### src/rtl/srx_pkg.sv
package srx_pkg;
  localparam int SAMPLE_W = 20;
  localparam int SHORT_W  = 16;

  typedef struct packed {
    logic                left;
    logic [SAMPLE_W-1:0] data;
  } sample_t;
endpackage

### src/rtl/srx_sync.sv
module srx_sync #(
  parameter int W      = 1,
  parameter int STAGES = 2
) (
  input  logic         clk_i,
  input  logic         rst_ni,
  input  logic [W-1:0] d_i,
  output logic [W-1:0] q_o
);
  logic [STAGES:0][W-1:0] pipe;
  assign pipe[0] = d_i;

  for (genvar s = 1; s <= STAGES; s++) begin : g_stage
    always_ff @(posedge clk_i or negedge rst_ni) begin
      if (!rst_ni) pipe[s] <= '0;
      else         pipe[s] <= pipe[s-1];
    end
  end

  assign q_o = pipe[STAGES];
endmodule

### src/rtl/srx_slot.sv
module srx_slot
  import srx_pkg::*;
#(
  parameter int SLOT_BITS = 32
) (
  input  logic    clk_i,
  input  logic    rst_ni,
  input  logic    run_i,
  input  logic    slot_start_i,
  input  logic    lr_i,
  input  logic    bit_stb_i,
  input  logic    bit_i,
  input  logic    lsb_first_i,
  input  logic    short_i,
  output sample_t word_o,
  output logic    word_stb_o
);
  localparam int CNT_W = $clog2(SLOT_BITS + 1);
  localparam int PAD_W = SAMPLE_W - SHORT_W;

  logic                armed_q, ch_q, lsb_q, short_q;
  logic [CNT_W-1:0]    cnt_q, wlen;
  logic [SAMPLE_W-1:0] acc_q, acc_nx, just_nx;

  assign wlen    = short_q ? CNT_W'(SHORT_W) : CNT_W'(SAMPLE_W);
  assign acc_nx  = lsb_q ? {bit_i, acc_q[SAMPLE_W-1:1]} : {acc_q[SAMPLE_W-2:0], bit_i};
  // MSB-first short words land low; move them up. LSB-first ones already sit high.
  assign just_nx = (!lsb_q && short_q) ? (acc_nx << PAD_W) : acc_nx;

  always_ff @(posedge clk_i or negedge rst_ni) begin
    if (!rst_ni) begin
      armed_q    <= 1'b0;
      ch_q       <= 1'b0;
      lsb_q      <= 1'b0;
      short_q    <= 1'b0;
      cnt_q      <= '0;
      acc_q      <= '0;
      word_o     <= '0;
      word_stb_o <= 1'b0;
    end else begin
      word_stb_o <= 1'b0;
      if (!run_i) begin
        armed_q <= 1'b0;
      end else if (slot_start_i) begin
        armed_q <= 1'b1;
        ch_q    <= lr_i;
        lsb_q   <= lsb_first_i;
        short_q <= short_i;
        cnt_q   <= '0;
        acc_q   <= '0;
      end else if (bit_stb_i && armed_q && cnt_q < CNT_W'(SLOT_BITS)) begin
        cnt_q <= cnt_q + 1'b1;
        if (cnt_q < wlen) acc_q <= acc_nx;
        if (cnt_q == wlen - 1'b1) begin
          word_stb_o  <= 1'b1;
          word_o.left <= ch_q;
          word_o.data <= just_nx;
        end
      end
    end
  end
endmodule

### src/rtl/srx_pair.sv
module srx_pair
  import srx_pkg::*;
(
  input  logic                clk_i,
  input  logic                rst_ni,
  input  logic                clear_i,
  input  logic                word_stb_i,
  input  sample_t             word_i,
  output logic [SAMPLE_W-1:0] left_o,
  output logic [SAMPLE_W-1:0] right_o,
  output logic                frame_stb_o
);
  logic [SAMPLE_W-1:0] pend_q;
  logic                pend_v_q;

  always_ff @(posedge clk_i or negedge rst_ni) begin
    if (!rst_ni) begin
      pend_q      <= '0;
      pend_v_q    <= 1'b0;
      left_o      <= '0;
      right_o     <= '0;
      frame_stb_o <= 1'b0;
    end else begin
      frame_stb_o <= 1'b0;
      if (clear_i) begin
        pend_q   <= '0;
        pend_v_q <= 1'b0;
        left_o   <= '0;
        right_o  <= '0;
      end else if (word_stb_i) begin
        if (word_i.left) begin
          pend_q   <= word_i.data;
          pend_v_q <= 1'b1;
        end else begin
          pend_v_q <= 1'b0;
          if (pend_v_q) begin
            left_o      <= pend_q;
            right_o     <= word_i.data;
            frame_stb_o <= 1'b1;
          end
        end
      end
    end
  end
endmodule

### src/rtl/stereo_ser_rx.sv
module stereo_ser_rx
  import srx_pkg::*;
#(
  parameter int SLOT_BITS   = 32,
  parameter int SYNC_STAGES = 2
) (
  input  logic                clk_i,
  input  logic                rst_ni,
  input  logic                init_ni,
  input  logic                sclk_i,
  input  logic                lrck_i,
  input  logic                sdata_i,
  input  logic                lsb_first_i,
  input  logic                short_word_i,
  output logic [SAMPLE_W-1:0] word_o,
  output logic                word_left_o,
  output logic                word_stb_o,
  output logic [SAMPLE_W-1:0] left_o,
  output logic [SAMPLE_W-1:0] right_o,
  output logic                frame_stb_o
);
  logic [3:0] sync_q;
  logic       run, dat, lr, sck;
  logic       lr_prev_q, sck_prev_q;
  logic       bit_stb, lr_edge;
  sample_t    word;

  srx_sync #(.W(4), .STAGES(SYNC_STAGES)) u_sync (
    .clk_i (clk_i),
    .rst_ni(rst_ni),
    .d_i   ({init_ni, sdata_i, lrck_i, sclk_i}),
    .q_o   (sync_q)
  );
  assign {run, dat, lr, sck} = sync_q;

  always_ff @(posedge clk_i or negedge rst_ni) begin
    if (!rst_ni) begin
      lr_prev_q  <= 1'b0;
      sck_prev_q <= 1'b0;
    end else begin
      lr_prev_q  <= lr;
      sck_prev_q <= sck;
    end
  end

  assign bit_stb = sck & ~sck_prev_q;
  assign lr_edge = lr ^ lr_prev_q;

  srx_slot #(.SLOT_BITS(SLOT_BITS)) u_slot (
    .clk_i       (clk_i),
    .rst_ni      (rst_ni),
    .run_i       (run),
    .slot_start_i(lr_edge),
    .lr_i        (lr),
    .bit_stb_i   (bit_stb),
    .bit_i       (dat),
    .lsb_first_i (lsb_first_i),
    .short_i     (short_word_i),
    .word_o      (word),
    .word_stb_o  (word_stb_o)
  );

  srx_pair u_pair (
    .clk_i      (clk_i),
    .rst_ni     (rst_ni),
    .clear_i    (lr_edge & ~run),
    .word_stb_i (word_stb_o),
    .word_i     (word),
    .left_o     (left_o),
    .right_o    (right_o),
    .frame_stb_o(frame_stb_o)
  );

  assign word_o      = word.data;
  assign word_left_o = word.left;
endmodule

### config.mk
export PLATFORM = sky130hd
export DESIGN_NAME = stereo_ser_rx
export DESIGN_NICKNAME = d
export VERILOG_FILES = /design/src/rtl/srx_pkg.sv /design/src/rtl/srx_sync.sv /design/src/rtl/srx_slot.sv /design/src/rtl/srx_pair.sv /design/src/rtl/stereo_ser_rx.sv
export SDC_FILE = /design/constraint.sdc
export NUM_CORES = 1
export LEC_CHECK = 0
export BUFFER_PORTS_ARGS = -buffer_cell sky130_fd_sc_hd__buf_2
export CAP_MARGIN = 30
export CORE_MARGIN = 10
export CORE_UTILIZATION = 58
export DETAILED_ROUTE_END_ITERATION = 7
export GPL_TIMING_DRIVEN = 0
export MAX_ROUTING_LAYER = met4
export PLACE_DENSITY = 0.8
export SYNTH_ARGS = -nofsm -noshare
export SYNTH_HDL_FRONTEND = slang
export SYNTH_SLANG_ARGS = --single-unit
### constraint.sdc
create_clock -name clk_i -period 4.1 [get_ports clk_i]
set_input_delay 0.615 -clock clk_i [delete_from_list [all_inputs] [get_ports clk_i]]
set_output_delay 0.615 -clock clk_i [all_outputs]
set_load 0.05 [all_outputs]
==> key figures <==
Outcome
  – Status: finished, final reports clean

Yosys
  – Xor/xnor cell area share of the yosys netlist: 0.008391
  – Synth Flop Type: dfrtp_1
  – Largest family of logic cells by synthesized area: compound AO/OA/AOI/OAI gates
  – Mux cell area share after synthesis: 0.1287
  – Seq cells post-synth: 124
  – Post-synth EDFFs: 0
  – Synth top area cells: dfrtp_1, mux2i_1, a22o_1
  – Post-synthesis simple-gate area fraction: 0.08535
  – Synth Area in Compound Gates: 0.1482
  – Seq/Total Area, Yosys: 0.5946
  – Largest area contributor in the netlist: dfrtp_1
  – Synth Instances: 426
  – Mapped cell area: 5219 um^2
  – Share of flip-flops with an asynchronous set or reset: 1.000
  – Syn Area/Cell: 12.25 um^2
  – Post-synth top area share: 0.5946
  – Area share of fa/ha/maj cells after synthesis: 0.004795
  – Synth Net Count: 436
  – Synth cell types: 36
  – Ys Warns: 0

Worst setup path
  – Worst Path Max Fanout: 10
  – Crit-path cells: buf_4 -> inv_1 -> ha_1 -> nand2b_1 -> nor4_4 -> buf_6 -> mux2_4
  – Required time of the critical path: 4490 ps
  – CP Buf/Inv Count: 3
  – CP max stage delay: 370 ps
  – CP Capture Type: flip-flop
  – Critical path startpoint category: flip-flop
  – Critical path arrival: 2530 ps
  – Worst path top cell family by delay: simple AND/OR/NAND/NOR gates
  – WS Path Type: reg -> reg
  – Slowest cell on crit path: nor4_4

Global route
  – Initial antenna violation count: 0
  – Total gr overflow: 0
  – First-pass GRT wire length: 19200 um
  – Largest net degree at the start of global routing: 67
  – Number of global-route vias before repair: 3690
  – Total GRT Usage: 0.1876

Detailed routing
  – Via-per-instance ratio: 5.739
  – Wire length on met2: 5819 um
  – Met3 routed WL: 791 um
  – Initial DRC Count: 273
  – Max layer used: met4
  – WL final: 11620 um
  – Via count: 3656
  – # DRC: 0
  – DRT antenna net count: 0
  – WL met1: 4895 um
  – Wire per inst: 18.25 um
  – TritonRoute pass-1 iters: 5

Pwr
  – Max IR drop VDD: 0.0003194 V
  – Pwr per Cell Area: 476.7 nW/um^2
  – LEAKAGE: 3.144 nW

CTS
  – Post-CTS Hold Buffers: 0
  – Longest Clk Path Bufs: 2
  – Clk Latency, worst-skew pair: 520 ps
  – Clock slew seen by the registers of the worst setup and hold paths: 60 ps
  – CTS tree: yes
  – Resize count post-CTS: 0
  – Clk sinks: 124
  – CTS buffer count: 17
  – Htree depth: 4
  – Post-CTS setup buffer count: 0
  – Root Driver: clkbuf_8

Timing
  – Worst-margin pin slew: 561.9 ps
  – WHS: 61.75 ps
  – Unrepaired setup endpoints after global routing: false
  – Final Max Tran Viols: 0
  – Tcrit/Tclk final: 0.5218
  – Setup TNS: 0 ps
  – Worst Clk Skew: 9.352 ps
  – Fmax: 0.4674 GHz
  – Final hold viol count: 0
  – Final Critical Period: 2139 ps
  – Max-slew headroom: 0.6254
  – Setup Viol. Count Final: 0

Place
  – Number of placed cells counting well taps: 605
  – Input/output buffers: 70
  – RePlAce Congestion: 0.8923
  – Post-DP HPWL: 7847 um

Floorplanning
  – DIE AREA: 13190 um^2
  – Die extent in y: 114.9 um
  – Initial core utilization: 0.5984
  – I/O pin cnt: 71
  – FP Rows: 34
  – Die X-Extent: 114.9 um
  – Core Region: 8721 um^2

Cells and area
  – Diode count: 0
  – Nets: 526
  – Post-Layout Cell Count: 637
  – Area growth, synth to finish: 22.37%
  – Layout cells sized above 1: 0.2741

Hold path
  – HP Class: in -> async

Job
  – Max_cap viols: 0
-- report_power, final --
| group | total [W] | switching [W] | internal, W |
|---|---|---|---|
| Combinational | 0.000172 | 0.000117 | 0.0000554 |
| Clock | 0.00163 | 0.000563 | 0.00106 |
| Sequential | 0.00124 | 0.00000804 | 0.00124 |
| Total | 0.00304 | 0.000688 | 0.00236 |
-- cells in the final DEF, fill, tap and decap left out, types with 2 or more instances in the layout --
cell,instances
a21oi_1,23
a22o_1,40
buf_2,83
buf_6,3
bufinv_16,5
clkbuf_1,13
clkbuf_16,16
clkinv_4,2
dfrtp_1,124
ha_1,2
inv_1,3
inv_6,5
mux2_4,20
mux2i_1,36
nand2_1,67
nand2b_1,3
nand3_1,3
nor2_1,13
nor3_1,3
o21ai_0,19
o2bb2ai_1,20
xnor2_1,4
-- flip-flops by register name, indices dropped and copies added (netlist names) --
signal	flops
lr_prev_q	1
sck_prev_q	1
u_pair.frame_stb_o	1
u_pair.left_o	20
u_pair.pend_q	20
u_pair.pend_v_q	1
u_pair.right_o	20
u_slot.acc_q	20
u_slot.armed_q	1
u_slot.ch_q	1
u_slot.cnt_q	6
u_slot.lsb_q	1
u_slot.short_q	1
u_slot.word_o	21
u_slot.word_stb_o	1
u_sync.pipe	4
u_sync.q_o	4
-- layout make-up --
type                            count  area, um^2
Buffer                             29       145.1
Clock buffer                       18       417.9
Clock inverter                     14       230.2
Fill cell                         546        2335
Inverter                            3       11.26
Multi-Input combinational cell    270        1959
Sequential cell                   124        3103
Tap cell                          108       135.1
Timing Repair Buffer               71       384.1
-- routing by layer --
metal / global-route usage / up-vias
met5: - / -
met4: 0.05693 / 0
met3: 0.06198 / 15
met2: 0.2932 / 129
met1: 0.2269 / 1790
li1: - / 1722
-- kinds of logic after synthesis --
| family | Yosys count |
|---|---|
| flip-flops | 124 |
| adder cells (fa/ha/maj) | 2 |
| buffers and inverters | 32 |
| XOR/XNOR | 5 |
| AND/OR/NAND/NOR | 99 |
| multiplexers | 57 |
| AO/OA/AOI/OAI | 107 |
-- through the flow --
stage	power, W	cell area (um^2)	setup slack [ps]	util
global route	0.003147	6386	1826	0.7323
global placement	0.001431	5704	990.9	0.6541
floorplan	0.001380	5219	2152	-
CTS	0.003062	6386	1942	0.7323
detailed placement	0.001440	5738	1955	0.6580
finish	0.003044	6386	1961	0.7323
-- path summary, 6_finish.rpt --
check                                from            endpoint  slack [ps]  cells past startpoint
max                        u_slot.short_q   u_slot.word_o[12]        1960                      7
min                                rst_ni  u_pair.right_o[11]          60                      1
max reg2reg                u_slot.short_q   u_slot.word_o[12]        1960                      7
min reg2reg                u_sync.pipe[6]       u_sync.q_o[2]         350                      0
max in group asynchronous          rst_ni   u_pair.right_o[0]        3360                      2
min in group clk_i                 lrck_i      u_sync.pipe[5]         200                      1
-- worst register-to-register path: cells and delay by family, from the launching register on --
kind | cells | cell delay, ps
adder cells (fa/ha/maj) | 1 | 240
buffers and inverters | 3 | 540
flip-flops | 1 | 360
multiplexers | 1 | 320
AND/OR/NAND/NOR | 2 | 560
-- cell usage after synthesis, types with 4 or more instances --
cell type  number
mux2i_1        36
a22o_1         40
o2bb2ai_1      20
mux2_4         20
nand2_1        67
xnor2_1         4
a21oi_1        23
nor2_1         13
dfrtp_1       124
clkbuf_1       12
buf_2          14
o21ai_0        19
Power figures use the tool's default switching activity.
